## config.mk

```make
export PLATFORM = sky130hd
export DESIGN_NAME = hecc_corrector
export DESIGN_NICKNAME = d
export VERILOG_FILES = /design/src/rtl/hecc_pkg.sv /design/src/rtl/hecc_unpack.sv /design/src/rtl/hecc_classify.sv /design/src/rtl/hecc_corrector.sv
export SDC_FILE = /design/constraint.sdc
export NUM_CORES = 1
export LEC_CHECK = 0
export BUFFER_PORTS_ARGS = -buffer_cell sky130_fd_sc_hd__buf_2
export CAP_MARGIN = 20
export CORE_MARGIN = 5
export CORE_UTILIZATION = 35
export CTS_BUF_LIST = sky130_fd_sc_hd__clkbuf_4
export DETAILED_ROUTE_END_ITERATION = 16
export GPL_TIMING_DRIVEN = 0
export PLACE_DENSITY_LB_ADDON = 0.2
export SLEW_MARGIN = 30
export SYNTH_ARGS = -nofsm -noshare
export SYNTH_HDL_FRONTEND = slang
export SYNTH_SLANG_ARGS = --single-unit
```

## constraint.sdc

```tcl
create_clock -name clk -period 9.8 [get_ports clk]
set_input_delay 1.47 -clock clk [delete_from_list [all_inputs] [get_ports clk]]
set_output_delay 1.47 -clock clk [all_outputs]
set_load 0.005 [all_outputs]
```

## src/rtl/hecc_pkg.sv

```systemverilog
package hecc_pkg;
    localparam int SUB_BYTES = 512;
    localparam int OFF_W     = $clog2(SUB_BYTES);
    localparam int NPAIR     = OFF_W + 3;
    localparam int ECC_W     = 2 * NPAIR;
    localparam int POP_W     = $clog2(ECC_W + 1);

    typedef struct packed {
        logic [NPAIR-1:0] odd;
        logic [NPAIR-1:0] even;
    } parity_t;

    typedef enum logic [1:0] {
        VERD_CLEAN,
        VERD_FIX,
        VERD_FAIL
    } verdict_t;

    typedef enum logic [2:0] {
        ST_IDLE,
        ST_EVAL,
        ST_READ,
        ST_WRITE,
        ST_FINISH
    } state_t;
endpackage

```

## src/rtl/hecc_unpack.sv

```systemverilog
module hecc_unpack
    import hecc_pkg::*;
(
    input  logic [ECC_W-1:0] trip,
    output parity_t          par
);
    // byte 2 is split: low nibble to upper even weights, high nibble to upper odd weights
    always_comb begin
        par.even = {trip[19:16], trip[7:0]};
        par.odd  = {trip[23:20], trip[15:8]};
    end
endmodule

```

## src/rtl/hecc_classify.sv

```systemverilog
module hecc_classify
    import hecc_pkg::*;
(
    input  logic             clk,
    input  logic             rst_n,
    input  logic [ECC_W-1:0] stored_trip,
    input  logic [ECC_W-1:0] calc_trip,
    input  parity_t          stored_par,
    input  parity_t          calc_par,
    output verdict_t         verdict,
    output logic [OFF_W-1:0] err_off,
    output logic [2:0]       err_bit
);
    parity_t          syn;
    logic [POP_W-1:0] pop;
    logic             same;
    logic             erased;

    always_comb begin
        syn    = stored_par ^ calc_par;
        pop    = POP_W'($countones(syn));
        same   = (stored_trip == calc_trip);
        erased = (stored_trip == {ECC_W{1'b1}}) && (calc_trip == '0);
        err_off = syn.odd[NPAIR-1:3];
        err_bit = syn.odd[2:0];
        if (same)
            verdict = VERD_CLEAN;
        else if (pop == POP_W'(NPAIR))
            verdict = VERD_FIX;
        else if (pop == POP_W'(1) || pop == POP_W'(NPAIR - 1))
            verdict = VERD_FAIL;
        else if (erased)
            verdict = VERD_CLEAN;
        else
            verdict = VERD_FAIL;
    end

    AST_FIX_NEEDS_DIFF: assert property (@(posedge clk) disable iff (!rst_n)
        (verdict == VERD_FIX) |-> (stored_trip != calc_trip));
    AST_CLEAN_DIFF_IS_ERASED: assert property (@(posedge clk) disable iff (!rst_n)
        (verdict == VERD_CLEAN && stored_trip != calc_trip) |->
        (stored_trip == {ECC_W{1'b1}} && calc_trip == '0));
endmodule

```

## src/rtl/hecc_corrector.sv

```systemverilog
module hecc_corrector
    import hecc_pkg::*;
#(
    parameter  int MAX_SUB = 4,
    localparam int SUB_W   = $clog2(MAX_SUB),
    localparam int ADDR_W  = SUB_W + OFF_W,
    localparam int CNT_W   = $clog2(MAX_SUB + 1),
    localparam int VEC_W   = MAX_SUB * ECC_W
)
(
    input  logic              clk,
    input  logic              rst_n,
    input  logic              start,
    input  logic              quad_mode,
    input  logic [VEC_W-1:0]  stored_ecc,
    input  logic [VEC_W-1:0]  calc_ecc,
    input  logic [7:0]        buf_rdata,
    output logic [ADDR_W-1:0] buf_addr,
    output logic [7:0]        buf_wdata,
    output logic              buf_we,
    output logic              done,
    output logic              uncorrectable,
    output logic [CNT_W-1:0]  corr_count
);
    state_t             state_q, state_d;
    logic [SUB_W-1:0]   sub_q;
    logic               quad_q;
    logic [CNT_W-1:0]   cnt_q;
    logic               unc_q;
    logic [OFF_W-1:0]   off_q;
    logic [2:0]         bit_q;
    logic               last_sub;

    logic [ECC_W-1:0]   st_arr [MAX_SUB];
    logic [ECC_W-1:0]   ca_arr [MAX_SUB];
    logic [ECC_W-1:0]   st_cur, ca_cur;
    parity_t            st_par, ca_par;
    verdict_t           verdict;
    logic [OFF_W-1:0]   err_off;
    logic [2:0]         err_bit;

    for (genvar s = 0; s < MAX_SUB; s++) begin : g_trip
        assign st_arr[s] = stored_ecc[s*ECC_W +: ECC_W];
        assign ca_arr[s] = calc_ecc[s*ECC_W +: ECC_W];
    end

    assign st_cur   = st_arr[sub_q];
    assign ca_cur   = ca_arr[sub_q];
    assign last_sub = quad_q ? (sub_q == SUB_W'(MAX_SUB - 1)) : 1'b1;

    hecc_unpack u_unpack_st (.trip(st_cur), .par(st_par));
    hecc_unpack u_unpack_ca (.trip(ca_cur), .par(ca_par));

    hecc_classify u_classify (
        .clk         (clk),
        .rst_n       (rst_n),
        .stored_trip (st_cur),
        .calc_trip   (ca_cur),
        .stored_par  (st_par),
        .calc_par    (ca_par),
        .verdict     (verdict),
        .err_off     (err_off),
        .err_bit     (err_bit)
    );

    // state register
    always_ff @(posedge clk or negedge rst_n) begin
        if (!rst_n) state_q <= ST_IDLE;
        else        state_q <= state_d;
    end

    // next state
    always_comb begin
        state_d = state_q;
        unique case (state_q)
            ST_IDLE:   if (start) state_d = ST_EVAL;
            ST_EVAL: begin
                unique case (verdict)
                    VERD_CLEAN: if (last_sub) state_d = ST_FINISH;
                    VERD_FIX:   state_d = ST_READ;
                    VERD_FAIL:  state_d = ST_FINISH;
                    default:    state_d = ST_FINISH;
                endcase
            end
            ST_READ:   state_d = ST_WRITE;
            ST_WRITE:  state_d = last_sub ? ST_FINISH : ST_EVAL;
            ST_FINISH: state_d = ST_IDLE;
            default:   state_d = ST_IDLE;
        endcase
    end

    // run registers
    always_ff @(posedge clk or negedge rst_n) begin
        if (!rst_n) begin
            sub_q  <= '0;
            quad_q <= 1'b0;
            cnt_q  <= '0;
            unc_q  <= 1'b0;
            off_q  <= '0;
            bit_q  <= '0;
        end else begin
            unique case (state_q)
                ST_IDLE: begin
                    if (start) begin
                        quad_q <= quad_mode;
                        sub_q  <= '0;
                        cnt_q  <= '0;
                        unc_q  <= 1'b0;
                    end
                end
                ST_EVAL: begin
                    unique case (verdict)
                        VERD_CLEAN: if (!last_sub) sub_q <= sub_q + SUB_W'(1);
                        VERD_FIX: begin
                            off_q <= err_off;
                            bit_q <= err_bit;
                        end
                        VERD_FAIL: unc_q <= 1'b1;
                        default:   unc_q <= 1'b1;
                    endcase
                end
                ST_WRITE: begin
                    cnt_q <= cnt_q + CNT_W'(1);
                    if (!last_sub) sub_q <= sub_q + SUB_W'(1);
                end
                default: ;
            endcase
        end
    end

    // outputs
    always_comb begin
        buf_addr      = {sub_q, off_q};
        buf_we        = (state_q == ST_WRITE);
        buf_wdata     = (state_q == ST_WRITE) ? (buf_rdata ^ (8'd1 << bit_q)) : 8'd0;
        done          = (state_q == ST_FINISH);
        uncorrectable = unc_q;
        corr_count    = cnt_q;
    end

    AST_WRITE_AFTER_READ: assert property (@(posedge clk) disable iff (!rst_n)
        buf_we |-> ($past(state_q) == ST_READ));
    AST_WRITE_ADDR_HELD: assert property (@(posedge clk) disable iff (!rst_n)
        buf_we |-> $stable(buf_addr));
    AST_DONE_ONE_CYCLE: assert property (@(posedge clk) disable iff (!rst_n)
        done |=> !done);
    AST_COUNT_BOUND: assert property (@(posedge clk) disable iff (!rst_n)
        corr_count <= CNT_W'(MAX_SUB));
    AST_FAIL_ENDS_RUN: assert property (@(posedge clk) disable iff (!rst_n)
        $rose(uncorrectable) |-> (state_q == ST_FINISH));
    AST_SINGLE_STAYS_SUB0: assert property (@(posedge clk) disable iff (!rst_n)
        (state_q != ST_IDLE && !quad_q) |-> (sub_q == '0));
endmodule

```

Word-level counts from Yosys, hierarchy flattened
Index checks and enable logic that the tools add are counted.
{ "totals": {"output_inout_bits": 25, "elab_cells": 93, "reg_bits": 22, "in_bits": 204} }
{ "op_classes": {"n_addsub": 25, "n_bitwise": 3, "shift": 1, "n_mux": 26, "n_reduce_logical": 15, "n_lt_le_gt_ge": 1, "n_eq_ne": 15} }
{ "op_table": {"columns": ["op", "count"], "rows": [
  ["binary-select mux 24 bit (select 2 bit)", 2],
  ["2-to-1 mux 24 bit", 4],
  ["adder 5 bit", 11],
  ["adder 1 x 1 -> 2 bit", 12],
  ["equality test 24 bit", 1],
  ["equality test 24 bit, second input constant", 1],
  ["zero test 24 bit", 1],
  ["XOR 24 bit", 1],
  ["2-to-1 mux 2 bit", 7],
  ["2-to-1 mux 3 bit", 4],
  ["one-hot mux 3 bit (2 select lines)", 2],
  ["one-hot mux 3 bit (4 select lines)", 1],
  ["equality test 5 x 4 -> 1 bit, second input constant", 2],
  ["2-to-1 mux 8 bit", 1],
  ["AND reduction 2 bit", 4],
  ["left shift 1 x 3 -> 8 bit, first input constant", 1],
  ["XOR 8 bit", 1],
  ["equality test 3 x 2 -> 1 bit, second input constant", 2],
  ["inequality test 2 bit, second input constant", 3],
  ["one-hot mux 2 bit (3 select lines)", 1],
  ["AND reduction 3 bit", 2],
  ["equality test 5 x 1 -> 1 bit, second input constant", 1],
  ["nonzero test 2 bit", 2],
  ["adder 3 x 1 -> 3 bit, second input constant", 1],
  ["16 further kinds", 18]
]} }

Longest topological paths before layout
{ "logic_depth": {"depth_word": 19, "mapped_depth": 25, "depth_no_buf": 22} }

By module
From an unflattened synthesis, not the netlist that was laid out.
{ "hier_totals": {"hier_cells": 385, "area_unflattened_um2": 4075.2} }
{ "modules_own_cells": {"columns": ["mod", "area_each_um2", "seq_area_each_um2", "cells_per_inst", "n_inst"], "rows": [
  ["hecc_corrector", 2339.7, 550.5, 174, 1],
  ["hecc_classify", 1375.1, 0.0, 163, 1],
  ["hecc_unpack", 180.2, 0.0, 24, 2]
]} }

Worst setup path before layout
Ideal clock, no wire load.
{ "synth_timing": {"path_type": "in2reg", "start": "input calc_ecc[72]", "end": "register bit_q[0]", "slack_ns": 1.964, "arrival_time_ns": 7.711, "n_path_buf": 1, "stages": 20, "cell_sequence": "mux4_2 > xnor2_1 > inv_1 > ha_1 > fa_1 > inv_1 > fa_1 > fa_1 > fa_1 > fa_1 > inv_1 > ha_1 > inv_1 > fa_1 > nor3_1 > or3b_2 > or2_2 > nor3_1 > clkbuf_1 > mux2_2"} }
{ "synth_via": {"elab_chain_len": 16, "elab_cells_between_ends": 22, "cone_classes": "add/sub: 5; eq/ne: 5; mux: 7; bitwise: 1; reduce/logical: 4"} }
{ "synth_rtl": {"columns": ["item", "line_no", "source"], "rows": [
  ["start: declaration", "hecc_corrector.sv:16", "input logic [VEC_W-1:0] calc_ecc,"],
  ["binary-select mux 24 bit (select 2 bit) (*)", "hecc_corrector.sv:48", "assign ca_cur = ca_arr[sub_q];"],
  ["2-to-1 mux 24 bit (not written as such) (*) (2 in a row)", "hecc_corrector.sv:48", null],
  ["XOR 24 bit", "hecc_classify.sv:20", "syn = stored_par ^ calc_par;"],
  ["adder 1 x 1 -> 2 bit (not written as such)", "hecc_classify.sv:21", "pop = POP_W'($countones(syn));"],
  ["adder 5 bit (not written as such) (4 in a row)", "hecc_classify.sv:21", null],
  ["equality test 5 x 1 -> 1 bit or equality test 5 x 4 -> 1 bit (tied branches)", "hecc_classify.sv:30", "else if (pop == POP_W'(1) || pop == POP_W'(NPAIR - 1))"],
  ["logical OR 1 bit", "hecc_classify.sv:30", null],
  ["2-to-1 mux 2 bit", "hecc_classify.sv:30", null],
  ["2-to-1 mux 2 bit", "hecc_classify.sv:28", "else if (pop == POP_W'(NPAIR))"],
  ["2-to-1 mux 2 bit (*)", "hecc_classify.sv:26", "if (same)"],
  ["equality test 2 x 1 -> 1 bit (*)", "hecc_corrector.sv:112", "unique case (verdict)"],
  ["AND reduction 2 bit (no source line) (*)", null, null],
  ["end signal: assignment", "hecc_corrector.sv:116", "bit_q <= err_bit;"],
  ["end: declaration", "hecc_corrector.sv:31", "logic [2:0] bit_q;"]
]} }
Mark *: on every way between the ends. The rest lies on a longest branch, timed or not. The select of a mux whose other input is x is not followed.
A chain may end at the register's enable or synchronous reset.

Final worst setup path
{ "layout_timing": {"start": "register sub_q[1]", "end": "register off_q[0]"} }
{ "layout_via": {"elab_chain_len": 17, "elab_cells_between_ends": 45, "cone_classes": "add/sub: 23; eq/ne: 6; mux: 10; bitwise: 2; reduce/logical: 4"} }
{ "layout_rtl": {"columns": ["item", "line_no", "source"], "rows": [
  ["start: declaration", "hecc_corrector.sv:26", "logic [SUB_W-1:0] sub_q;"],
  ["start signal: assignment", "hecc_corrector.sv:113", "VERD_CLEAN: if (!last_sub) sub_q <= sub_q + SUB_W'(1);"],
  ["start signal: assignment", "hecc_corrector.sv:124", "if (!last_sub) sub_q <= sub_q + SUB_W'(1);"],
  ["NOT 2 -> 3 bit (not written as such) (*)", "hecc_corrector.sv:47, hecc_corrector.sv:48", null],
  ["binary-select mux 24 bit (select 2 bit), on equally long branches", "hecc_corrector.sv:47, hecc_corrector.sv:48", null],
  ["2-to-1 mux 24 bit, on equally long branches (2 in a row)", "hecc_corrector.sv:47, hecc_corrector.sv:48", null],
  ["XOR 24 bit (*)", "hecc_classify.sv:20", null],
  ["named net err_bit[1]", "hecc_corrector.sv:40", "logic [2:0] err_bit;"],
  ["adder 1 x 1 -> 2 bit (not written as such) (*)", "hecc_classify.sv:21", null],
  ["adder 5 bit (not written as such) (*) (4 in a row)", "hecc_classify.sv:21", null],
  ["equality test 5 x 1 -> 1 bit or equality test 5 x 4 -> 1 bit (tied branches)", "hecc_classify.sv:30", null],
  ["logical OR 1 bit", "hecc_classify.sv:30", null],
  ["2-to-1 mux 2 bit", "hecc_classify.sv:30", null],
  ["2-to-1 mux 2 bit (*)", "hecc_classify.sv:28", null],
  ["2-to-1 mux 2 bit (*)", "hecc_classify.sv:26", null],
  ["equality test 2 x 1 -> 1 bit (*)", "hecc_corrector.sv:112", null],
  ["AND reduction 2 bit (no source line) (*)", null, null],
  ["end signal: assignment", "hecc_corrector.sv:115", "off_q <= err_off;"],
  ["end: declaration", "hecc_corrector.sv:30", "logic [OFF_W-1:0] off_q;"]
]} }
Mark *: on every way through the listed nets, which the timed path passes. The rest lies on a longest branch. The select of a mux whose other input is x is not followed.

==> metrics.yaml <==
timing:
  fmax_ghz: 0.1220
  fin_skew_ns: 0.01170
  min_period_ns: 8.194
  slew_headroom_pct: 53.10
  fin_setup_tns_ns: 0
  tightest_slew_ns: 0.7035
  hold_viol: 0
  finalSetupViolCount: 0
  rsz0062_at_grt: "no"
  final.period_utilization_pct: 83.61
  slew_viol_final: 0
  fin_ws_ns: 1.606
power:
  power_frac_seq_pct: 9.7
  power.leakage_uw: 0.002560
  p_int_uw: 704.7
  switching_share_pct: 48.70
  comb_power_share_pct: 87.1
  p_sw_uw: 669.0
  p_per_area_mw_per_mm2: 274.5
  finalPower_uw: 1374
  peakVddDrop_mv: 0.2635
  clockPowerShare_pct: 3.2
setup_path:
  r2r_slack_ns: 1.61
  endpoint_kind: "register"
  path_class: "register to register"
  setup.worst_path.end: "off_q[0]"
  r2r-start: "sub_q[1]"
  timing.rr.end: "off_q[0]"
  r2r_cells: 22
  crit_fanout: 10
  cp.required_ns: 10.00
  crit_path_start: "sub_q[1]"
  critical_path_arrival_ns: 8.40
  start_kind: "register"
synth:
  syn-num-nets: 577
  synth_warnings: 0
  synth_area_leaders: "mux4_2 30%, dfrtp_1 15%, ha_1 11%, fa_1 10%, inv_1 6.0%"
  netlist_area_mm2: 0.003659
  syn-instance-count: 322
  async_flop_share_pct: 100.0
  synthFlopType: "dfrtp_1"
  synth_edf_count: 0
  synth_cell_types: 43
  synth_top_area_share_pct: 29.55
  seq_area_frac_synth_pct: 15.05
  syn_area_per_cell_um2: 11.36
  yosysTopAreaCell: "mux4_2"
  ys_ff_latch: 22
final_layout:
  utilization_pct: 48.70
  drive_above_1_share_pct: 54.69
  ff_latch_area_um2: 550.5
  stdcell_area_mm2: 0.005005
  num-fill-cells: 1011
  multi_input_area_mm2: 0.002815
  area_growth_pct: 36.80
  finalNetCount: 810
floorplanning:
  ioPinCount: 229
  core_mm2: 0.01028
  initial_core_util_pct: 35.60
  rows: 37
  die_h_um: 112.2
  dieArea_mm2: 0.01260
  die_x_um: 112.2
place:
  placed_area_mm2: 0.004970
  gp_congestion: 0.8687
  portBuffers: 228
  pre_cts_ws_ns: 1.349
  hpwl_um: 11640
clock_tree:
  clkSinkCount: 22
  cts_tree: "done"
  cts_made_buffers: 3
  ctsLongestPathBuffers: 2
  ctsHoldBuffers: 0
  clk_pin_slew_ns: 0.13
  ctsResizeCount: 0
  postCtsSetupBuffers: 0
  cts_root_buffer: "clkbuf_4"
  clock_latency_ns: 0.31
  htreeDepth: 1
hold_path:
  hold_class: "register to register"
route:
  first_pass_iters: 4
  routed_via_density: 5.029
  wirelength_um: 12610
  drtIter0Drc: 121
  drc: 0
  wire_per_inst_um: 18.25
  ant_nets: 0
  vias: 3475
global_route:
  gr-total-overflow: 0
  first_global_vias: 3826
  grt_util_all_layers_pct: 19.89
  grt_pass1_wl_um: 19900
  grt_max_degree: 23
  antenna_found_initial: 2
flow_run:
  cap_violations: 0
outcome:
  status: "finished, final reports clean"
cells by family after synthesis:
| family | Yosys count | synth area share (%) |
|---|---|---|
| AOI/OAI and AO/OA | 17 | 2.941 |
| DFF | 22 | 15.05 |
| and+or+nand+nor | 61 | 10.33 |
| buffers and inverters | 75 | 8.174 |
| adders and majority gates | 51 | 21.34 |
| muxes | 64 | 34.51 |
| xor gates and xnor gates | 32 | 7.661 |
area by class of cell:
| class | count | area share [%] |
|---|---|---|
| Sequential cell | 22 | 11.00 |
| Buffer | 17 | 1.625 |
| Inverter | 58 | 4.350 |
| Clock inverter | 1 | 0.07500 |
| Timing Repair Buffer | 228 | 22.80 |
| Tap cell | 136 | 3.400 |
| Antenna cell | 1 | 0.05000 |
| Multi-Input combinational cell | 225 | 56.25 |
| Clock buffer | 3 | 0.4500 |
how the worst min path moves through the flow:
stage	cells after the start	slack, ns	to	startpoint
4_1_cts	1	0.50	corr_count[2]	corr_count[2]
6_report	1	0.49	corr_count[2]	corr_count[2]
2_1_floorplan	1	0.47	state_q[1]	state_q[2]
3_5_place_dp	1	0.48	corr_count[2]	corr_count[2]
5_1_grt	1	0.53	off_q[3]	off_q[3]
3_3_place_gp	1	0.47	corr_count[2]	corr_count[2]
placed cells by master, fill, tap and decap left out, types with 13 or more instances in the layout:
master,Yosys,final
buf_2,5,233
fa_1,19,19
dfrtp_1,22,22
inv_1,58,58
mux2_2,13,13
nor2_1,14,14
ha_1,32,32
mux4_2,48,48
xor2_1,23,23
through the flow:
stage | hold WS, ns | cells
after CTS | 0.5021 | 690
after global routing | 0.5348 | 691
final | 0.4913 | 691
after floorplan | 0.4718 | 322
after detailed placement | 0.4825 | 686
after global placement | 0.4656 | 686
synth_stat cells, types with 2 or more instances:
cell / number
fa_1: 19
nand2_1: 8
nor3b_1: 2
nor3_1: 6
mux2_2: 13
xnor2_1: 9
inv_1: 58
buf_2: 5
mux2i_1: 2
nor4bb_1: 8
mux4_2: 48
o21ai_0: 6
o31ai_1: 2
nor2_1: 14
dfrtp_1: 22
nand2b_1: 3
nor2b_1: 2
nand4bb_1: 2
and4_1: 2
a21oi_1: 4
or3_1: 2
clkbuf_1: 9
ha_1: 32
xor2_1: 23
nand4_1: 3
registers in the layout (all words and copies together) (netlist names):
signal	cells
bit_q	3
sub_q	2
corr_count	3
uncorrectable	1
quad_q	1
off_q	9
state_q	3
routing by layer:
metal / part of all wire [%] / GRT usage, % / up-vias
met5: 0.10 / 0 / -
met4: 2.0 / 3.526 / 2
met3: 7.8 / 5.229 / 18
met2: 52 / 36.43 / 148
met1: 38 / 23.65 / 1686
li1: - / - / 1621
power by group through the flow:
stage	logic (µW)	clock network, µW	registers, µW
detailed placement	1210	0	136
global placement	1160	0	135
global route	1390	48.0	139
finish	1200	43.3	134
CTS	1220	43.7	134
floorplan	926	0	133
worst max-delay path, cell delays in order (launching register included):
cell and delay, ns:
dfrtp_1 0.56, buf_2 0.30, clkbuf_1 0.57, mux4_2 0.45, xor2_1 0.36, inv_1 0.09
ha_1 0.28, inv_1 0.05, fa_1 0.39, fa_1 0.56, fa_1 0.44, fa_1 0.53
fa_1 0.54, inv_1 0.04, ha_1 0.20, inv_1 0.07, fa_1 0.44, nor3_1 0.25
or3b_2 0.48, or2_2 0.30, nor3_1 0.31, clkbuf_1 0.46, mux2_2 0.39
Power figures use the tool's default switching activity.
